File: src/rtl/can_acc_pkg.sv
package can_acc_pkg;
  localparam int unsigned ID_W     = 29;
  localparam int unsigned STD_W    = 11;
  localparam int unsigned NUM_FILT = 6;
  localparam int unsigned FILT_B0  = 2;
  localparam int unsigned HIT_W    = $clog2(NUM_FILT);

  typedef enum logic [1:0] {
    RXM_FILT = 2'b00,
    RXM_STD  = 2'b01,
    RXM_EXT  = 2'b10,
    RXM_ALL  = 2'b11
  } rx_mode_e;
endpackage

File: src/rtl/can_id_match.sv
module can_id_match #(
  parameter int unsigned ID_W     = 29,
  parameter int unsigned STD_W    = 11,
  parameter int unsigned NUM_FILT = 6,
  parameter int unsigned FILT_B0  = 2
) (
  input  logic [ID_W-1:0]          id_i,
  input  logic                     ext_i,
  input  logic [ID_W-1:0]          mask0_i,
  input  logic [ID_W-1:0]          mask1_i,
  input  logic [NUM_FILT*ID_W-1:0] filt_id_i,
  input  logic [NUM_FILT-1:0]      filt_ext_i,
  output logic [NUM_FILT-1:0]      hit_o
);
  localparam int unsigned EXT_ONLY_W = ID_W - STD_W;
  localparam logic [ID_W-1:0] STD_SPAN = {{STD_W{1'b1}}, {EXT_ONLY_W{1'b0}}};

  logic [ID_W-1:0] span;
  assign span = ext_i ? {ID_W{1'b1}} : STD_SPAN;

  for (genvar g = 0; g < NUM_FILT; g++) begin : g_filt
    logic [ID_W-1:0] msk;
    logic [ID_W-1:0] diff;
    if (g < FILT_B0) begin : g_b0
      assign msk = mask0_i;
    end else begin : g_b1
      assign msk = mask1_i;
    end
    assign diff     = (id_i ^ filt_id_i[g*ID_W +: ID_W]) & msk & span;
    assign hit_o[g] = (filt_ext_i[g] == ext_i) && (diff == '0);
  end
endmodule

File: src/rtl/can_buf_sel.sv
module can_buf_sel
  import can_acc_pkg::*;
#(
  parameter int unsigned NUM_FILT = 6,
  parameter int unsigned FILT_B0  = 2,
  parameter int unsigned HIT_W    = 3
) (
  input  logic [NUM_FILT-1:0] hit_i,
  input  logic                ext_i,
  input  logic [1:0]          mode0_i,
  input  logic [1:0]          mode1_i,
  output logic                acc0_o,
  output logic                acc1_o,
  output logic [HIT_W-1:0]    code0_o,
  output logic [HIT_W-1:0]    code1_o
);
  logic any0, any1;
  logic [HIT_W-1:0] pe0, pe1;

  // lowest-numbered hit per group wins
  always_comb begin
    any0 = 1'b0;
    any1 = 1'b0;
    pe0  = '0;
    pe1  = HIT_W'(FILT_B0);
    for (int i = NUM_FILT - 1; i >= 0; i--) begin
      if (hit_i[i]) begin
        if (i < int'(FILT_B0)) begin
          any0 = 1'b1;
          pe0  = HIT_W'(i);
        end else begin
          any1 = 1'b1;
          pe1  = HIT_W'(i);
        end
      end
    end
  end

  function automatic logic mode_ok(input logic [1:0] m, input logic ext, input logic any);
    unique case (rx_mode_e'(m))
      RXM_ALL: mode_ok = 1'b1;
      RXM_EXT: mode_ok = ext & any;
      RXM_STD: mode_ok = ~ext & any;
      default: mode_ok = any;
    endcase
  endfunction

  assign acc0_o  = mode_ok(mode0_i, ext_i, any0);
  assign acc1_o  = mode_ok(mode1_i, ext_i, any1);
  assign code0_o = pe0;
  assign code1_o = pe1;
endmodule

File: src/rtl/can_accept_filter.sv
module can_accept_filter
  import can_acc_pkg::*;
(
  input  logic                     clk_i,
  input  logic                     rst_ni,
  input  logic [ID_W-1:0]          mask0_i,
  input  logic [ID_W-1:0]          mask1_i,
  input  logic [NUM_FILT*ID_W-1:0] filt_id_i,
  input  logic [NUM_FILT-1:0]      filt_ext_i,
  input  logic [1:0]               mode0_i,
  input  logic [1:0]               mode1_i,
  input  logic                     rollover_en_i,
  input  logic                     frm_valid_i,
  input  logic [ID_W-1:0]          frm_id_i,
  input  logic                     frm_ext_i,
  input  logic                     clr0_i,
  input  logic                     clr1_i,
  output logic                     load0_o,
  output logic                     load1_o,
  output logic [HIT_W-1:0]         filhit0_o,
  output logic [HIT_W-1:0]         filhit1_o,
  output logic [1:0]               rx_flag_o,
  output logic                     ovf_o
);
  logic [NUM_FILT-1:0] hit;
  logic acc0, acc1;
  logic [HIT_W-1:0] code0, code1;

  can_id_match #(
    .ID_W(ID_W), .STD_W(STD_W), .NUM_FILT(NUM_FILT), .FILT_B0(FILT_B0)
  ) u_match (
    .id_i(frm_id_i), .ext_i(frm_ext_i), .mask0_i(mask0_i), .mask1_i(mask1_i),
    .filt_id_i(filt_id_i), .filt_ext_i(filt_ext_i), .hit_o(hit)
  );

  can_buf_sel #(
    .NUM_FILT(NUM_FILT), .FILT_B0(FILT_B0), .HIT_W(HIT_W)
  ) u_sel (
    .hit_i(hit), .ext_i(frm_ext_i), .mode0_i(mode0_i), .mode1_i(mode1_i),
    .acc0_o(acc0), .acc1_o(acc1), .code0_o(code0), .code1_o(code1)
  );

  logic flag0_q, flag1_q, ld0_q, ld1_q, ovf_q;
  logic [HIT_W-1:0] fh0_q, fh1_q;
  logic free0, free1, ld0, ld1, roll, ovf;

  // clear in the same cycle frees the buffer for that frame
  assign free0 = ~flag0_q | clr0_i;
  assign free1 = ~flag1_q | clr1_i;

  always_comb begin
    ld0  = frm_valid_i & acc0 & free0;
    roll = frm_valid_i & acc0 & ~free0 & rollover_en_i & free1;
    ld1  = roll | (frm_valid_i & ~acc0 & acc1 & free1);
    ovf  = frm_valid_i & ((acc0 & ~free0 & ~(rollover_en_i & free1)) |
                          (~acc0 & acc1 & ~free1));
  end

  always_ff @(posedge clk_i or negedge rst_ni) begin
    if (!rst_ni) begin
      flag0_q <= 1'b0;
      flag1_q <= 1'b0;
      ld0_q   <= 1'b0;
      ld1_q   <= 1'b0;
      ovf_q   <= 1'b0;
      fh0_q   <= '0;
      fh1_q   <= '0;
    end else begin
      flag0_q <= (flag0_q & ~clr0_i) | ld0;
      flag1_q <= (flag1_q & ~clr1_i) | ld1;
      ld0_q   <= ld0;
      ld1_q   <= ld1;
      ovf_q   <= ovf;
      if (ld0) fh0_q <= code0;
      if (ld1) fh1_q <= roll ? code0 : code1;
    end
  end

  assign load0_o   = ld0_q;
  assign load1_o   = ld1_q;
  assign ovf_o     = ovf_q;
  assign rx_flag_o = {flag1_q, flag0_q};
  assign filhit0_o = fh0_q;
  assign filhit1_o = fh1_q;
endmodule

File: config.mk
export PLATFORM = sky130hd
export DESIGN_NAME = can_accept_filter
export DESIGN_NICKNAME = d
export VERILOG_FILES = /design/src/rtl/can_acc_pkg.sv /design/src/rtl/can_id_match.sv /design/src/rtl/can_buf_sel.sv /design/src/rtl/can_accept_filter.sv
export SDC_FILE = /design/constraint.sdc
export NUM_CORES = 1
export LEC_CHECK = 0
export BUFFER_PORTS_ARGS = -buffer_cell sky130_fd_sc_hd__buf_2
export CORE_AREA = 2 2 111 113
export CTS_BUF_LIST = sky130_fd_sc_hd__clkbuf_16
export CTS_CLUSTER_DIAMETER = 30
export DETAILED_ROUTE_END_ITERATION = 10
export DIE_AREA = 0 0 113 115
export PLACE_DENSITY = 0.67
export SLEW_MARGIN = 20
export SYNTH_ARGS = -nofsm -noshare
export SYNTH_HDL_FRONTEND = slang
export SYNTH_SLANG_ARGS = --single-unit
File: constraint.sdc
create_clock -name clk_i -period 4.9 [get_ports clk_i]
set_input_delay 1.47 -clock clk_i [delete_from_list [all_inputs] [get_ports clk_i]]
set_output_delay 1.47 -clock clk_i [all_outputs]
set_load 0.05 [all_outputs]
* Yosys cells after proc, flatten, opt, wreduce, memory -nomap -nowiden
Cells that the tools add are included.
** Storage, ports and cells
- Flip-flop bits (word level) :: 11
- Input port bits :: 278
- Output and inout port bits :: 11
- Word-level logic and storage cells :: 100
** Cells by class
- Eq/ne operators :: 12
- Mux-type cells :: 16
- Bitwise gates (word level) :: 53
- Reduce and logical (&&, ||, !) cells :: 12
** Operator list (count)
- AND 29 bit :: 12
- logical NOT 29 bit :: 6
- bitwise XOR 29 bit :: 6
- AND 1 bit :: 20
- 2-to-1 mux 18 bit :: 1
- 2-to-1 mux 3 bit :: 5
- inverter 1 bit :: 9
- equality test 2 bit, second input constant :: 4
- 2-to-1 mux 1 bit :: 8
- equality test 1 bit :: 6
- logical AND 1 bit :: 6
- OR 1 bit :: 6
- one-hot mux 1 bit (3 select lines) :: 2
- equality test 2 x 1 -> 1 bit, second input constant :: 2

* Logic depth before layout (Yosys ltp)
- Depth in word-level cells :: 15
- Depth in mapped cells :: 11

* Cells and area by module
Synthesis repeated with hierarchy kept, for this count alone.
** Second synthesis, totals
- Cells, all modules :: 411
- Area, all modules :: 3348.2 um2
** Modules (own cells, without submodules)
- can_id_match :: times used 1, cells an instance 331, area an instance 2578.7 um2, seq. area each 0.0 um2
- can_accept_filter :: times used 1, cells an instance 50, area an instance 550.5 um2, seq. area each 275.3 um2
- can_buf_sel :: times used 1, cells an instance 30, area an instance 219.0 um2, seq. area each 0.0 um2

* Least setup slack after synthesis
No wires, ideal clock.
- Path kind :: input-to-reg
- Start point :: input frm_id_i[13]
- End point :: register fh1_q[0] (netlist: filhit1_o[0])
- Library setup time :: 0.126 ns
- Data arrival time :: 3.809 ns
- Slack :: 0.965 ns
- Cell stages on the path :: 11
- Cells stage by stage :: buf_6 > xor2_1 > a222oi_1 > nand3_1 > o32ai_1 > o2111ai_1 > a41oi_2 > a21oi_2 > or4_4 > buf_6 > a311o_1
** On the way
- Longest elaborated chain between the ends :: 14
** Ends and longest elaborated chain
- from (decl) :: RTL line can_accept_filter.sv:14 : input logic [ID_W-1:0] frm_id_i,
- bitwise XOR 29 bit :: RTL line can_id_match.sv:29 : assign diff = (id_i ^ filt_id_i[g*ID_W +: ID_W]) & msk & span;
- AND 29 bit (2 in series) :: RTL line can_id_match.sv:29
- logical NOT 29 bit :: RTL line can_id_match.sv:30 : assign hit_o[g] = (filt_ext_i[g] == ext_i) && (diff == '0);
- logical AND 1 bit :: RTL line can_id_match.sv:30
- 2-to-1 mux 1 bit (2 in series) :: RTL line can_buf_sel.sv:27 : if (hit_i[i]) begin
- AND 1 bit, or another cell as far along :: RTL line can_buf_sel.sv:43 : RXM_STD: mode_ok = ~ext & any;
- one-hot mux 1 bit (3 select lines) / 2-to-1 mux 1 bit (equally long branches) :: RTL line can_buf_sel.sv:40, can_buf_sel.sv:27
- AND 1 bit, or another cell as far along (2 in series) :: RTL line can_accept_filter.sv:53 : roll = frm_valid_i & acc0 & ~free0 & rollover_en_i & free1;
- AND 1 bit (on tied branches) (2 in series) :: RTL line can_accept_filter.sv:53, can_accept_filter.sv:54
- 2-to-1 mux 3 bit / OR 1 bit (equally long branches) :: RTL line can_accept_filter.sv:75, can_accept_filter.sv:54
- to (signal assigned) :: RTL line can_accept_filter.sv:75 : if (ld1) fh1_q <= roll ? code0 : code1;
- to (decl) :: RTL line can_accept_filter.sv:44 : logic [HIT_W-1:0] fh0_q, fh1_q;
Parallel ways exist; a longest one is shown, timed or not.
A chain may end at the register's enable or synchronous reset.

* Worst setup path after layout
Ends and elaborated chain as after synthesis.

==> results.md <==
* Initial antenna violation count at 0
* Die Span X at ~110 µm
* Worst R2R Start: flag1_q
* Ys async rst share at 100%
* WP data required at ~5.0 ns
* Top post-synthesis cells by area: xor2_1, a22oi_1, dfrtp_1
* Clock Tree Root: clkbuf_16
* ANT cells at 0
* CP endpoint kind: flip-flop
* GRT Overall Usage at 18.3%
* Psw at about 0.00025 W
* Max-cap violation count at 0
* First-pass GRT wire length at 18900 µm
* Placer Congestion at around 0.94
* Nets at roughly 940
* Top-level I/O count at ~290
* 1st-pass router iterations at 8
* Synthesized area at 0.00318 mm²
* Die area at 0.0130 mm²
* Worst VDD drop at roughly 85 µV
* Pre-CTS setup slack at about 0.51 ns
* Yosys warnings at 0
* Core Region at 0.0118 mm²
* Die Y at around 120 µm
* Synth Instances at around 390
* Worst R2R Setup Slack at between 3 and 4 ns
* Period utilization at 83.6%
* PortBufs at between 200 and 300
* Hold buffer count at cts at 0
* Cell Rows at 40
* Clock Skews at approximately 0.0022 ns
* Post-synth EDFFs at 0
* Critical path startpoint category: primary input
* Grt ovf at 0
* Via density at a little under 5
* Max Freq at approximately 0.24 GHz
* Pwr dens at between 100 and 150 mW/mm²
* Vias in the first global route at roughly 3800
* Fin. max-slew vios at 0
* DP HPWL at 11600 µm
* Final Hold Viols at 0
* Clock share of power at roughly 23%
* Mean area per synthesized cell at 8.08 µm²
* Post-synthesis sequential area ratio at 7.08%
* Synth Flop Type: dfrtp_1
* Pint at between 0.0003 and 0.0004 W
* Logic pwr share at 64.5%
* DRC viols at 12
* Share of power burned in registers at about 13%
* Critical path peak fanout at 6
* Hold Path End: filhit0_o[0]
* Crit path DAT at between 4 and 5 ns
* RSZ-0062 raised after global routing: no
* Crit Path Category: primary input to flip-flop
* CTS tree: done
* Synth top area share at between 40 and 50%
* Synth-to-Final Area Change at 48.0%
* Clock buffer depth at 2
* Clock insertion delay at the later pin of the skew report at between 0.2 and 0.25 ns
* Wire per inst at about 16 µm
* Setup_tns at 0 ns
* Initial Utilization at 26.9%
* Status: complete, but fails checks
* Area leader, netlist: xor2_1
* Layout Utilization at between 30% and 40%
* Hold Path Class: flip-flop to flip-flop
* R2R depth at 4
* Post-CTS Setup Bufs at 0
* Largest net degree at the start of global routing at 16
* DRT antenna net count at 0
* Hold_sp: filhit0_o[0]
* Via count at around 3800
* H-tree levels at 1
* Failing checks: design-rule violations
* Post-CTS Resized at 0
* WL final at approximately 13000 µm
* Hold Path Depth at 2
* Worst setup margin at 0.805 ns
* End of the worst register-to-register path: filhit1_o[0]
* Synth Register Bits at 9
* Min cycle time layout at around 4 ns
* Initial drt markers at 330
* Switching share of total power at roughly 40%
* # setup viols final at 0
* LEAKAGE at 2.51 nW
* Layout cells sized above 1 at approximately 45%
* Distinct cells, synth at 40
* CTS sink cnt at 9
* Num CTS Buffers at 3
* Worst-path clk slew at ~0.04 ns
==> layout make-up <==
| class | count | area, µm² |
|---|---|---|
| Fill cell | 1277 | 7100 |
| Multi-Input combinational cell | 342 | 2760 |
| Timing Repair Buffer | 286 | 1430 |
| Sequential cell | 9 | 225 |
| Tap cell | 147 | 184 |
| Clock buffer | 3 | 75.1 |
| Inverter | 9 | 33.8 |
| Clock inverter | 1 | 3.75 |
==> per-layer routing <==
| metal | up-vias | track usage (%) | wire length [µm] |
|---|---|---|---|
| met1 | 1714 | 23.8 | 5330 |
| met2 | 184 | 32.1 | 6160 |
| met5 | - | 0 | 0 |
| met3 | 17 | 2.79 | 1100 |
| li1 | 1934 | - | - |
| met4 | 0 | 3.74 | 183 |
==> worst max path at each step <==
| stage | from | to | slack (ns) |
|---|---|---|---|
| 2_1_floorplan | frm_id_i[13] | filhit1_o[0] | 0.96 |
| 3_3_place_gp | frm_id_i[13] | filhit1_o[0] | 0.56 |
| 3_5_place_dp | frm_id_i[13] | filhit1_o[0] | 0.51 |
| 4_1_cts | frm_id_i[13] | filhit1_o[0] | 0.73 |
| 5_1_grt | frm_id_i[13] | filhit1_o[0] | 0.62 |
| 6_report | frm_id_i[13] | filhit1_o[0] | 0.81 |
==> state kept, by name, summed over array words and instances (netlist names) <==
register	cells
ovf_o	1
flag1_q	1
flag0_q	1
load1_o	1
filhit0_o	1
filhit1_o	3
load0_o	1
==> layout by cell type (no fill, tap or decap), drive strengths merged, types with 2 or more instances in the layout <==
cell and instances:
buf 286, xor2 176, a22oi 66, a222oi 12, nand3 12, inv 10
nand2 10, dfrtp 9, nand4 8, nor2 7, ha 6, a21oi 5
and4 4, o32ai 4, o2111ai 4, o21ai 4, nand2b 3, clkbuf 3
a2111oi 2, nor3 2, mux2i 2, conb 2
==> synth_stat cells, drive strengths merged (4+ instances only) <==
master / n
dfrtp: 9
nand3: 12
a22oi: 66
nand4: 8
nand2: 10
a21oi: 5
buf: 12
o32ai: 4
o2111ai: 4
o21ai: 4
inv: 9
xor2: 176
nor2: 7
clkbuf: 23
ha: 6
a222oi: 12
and4: 4
==> stage by stage <==
| step | area (µm²) | power (W) | hold slack (ns) | instances |
|---|---|---|---|---|
| 5_1_grt | 4710 | 0.000677 | 0.554 | 797 |
| 6_report | 4710 | 0.000628 | 0.521 | 797 |
| 2_1_floorplan | 3190 | 0.000305 | 0.523 | 395 |
| 4_1_cts | 4710 | 0.000632 | 0.526 | 797 |
| 3_3_place_gp | 4630 | 0.000486 | 0.514 | 793 |
| 3_5_place_dp | 4630 | 0.000487 | 0.520 | 793 |
==> power by group through the flow <==
stage	logic (W)	clock network, W	registers (W)
floorplan	0.000213	0	0.0000926
finish	0.000405	0.000142	0.0000813
detailed placement	0.000405	0	0.0000822
global placement	0.000404	0	0.0000821
CTS	0.000407	0.000144	0.0000814
global route	0.000447	0.000148	0.0000819
==> cell families (layout without fill, tap and decap cells) <==
family                   Yosys count  count (layout)  share of synthesized area, %
adder cells (fa/ha/maj)            6               6                          2.36
XOR/XNOR                         176             176                          48.4
buffers and inverters             44             299                          6.37
AND/OR/NAND/NOR                   52              52                          9.20
other                              1               2                         0.118
AO/OA/AOI/OAI                    103             103                          25.4
flip-flops                         9               9                          7.08
multiplexers                       3               3                          1.10
==> worst max-delay path, stage by stage <==
cell	delay, ns
buf_2	0.15
xor2_1	0.18
a222oi_1	0.36
nand3_1	0.15
o32ai_1	0.38
o2111ai_1	0.25
a41oi_2	0.28
a21oi_2	0.06
or4_4	0.58
a311o_1	0.33
Power figures use the tool's default switching activity.
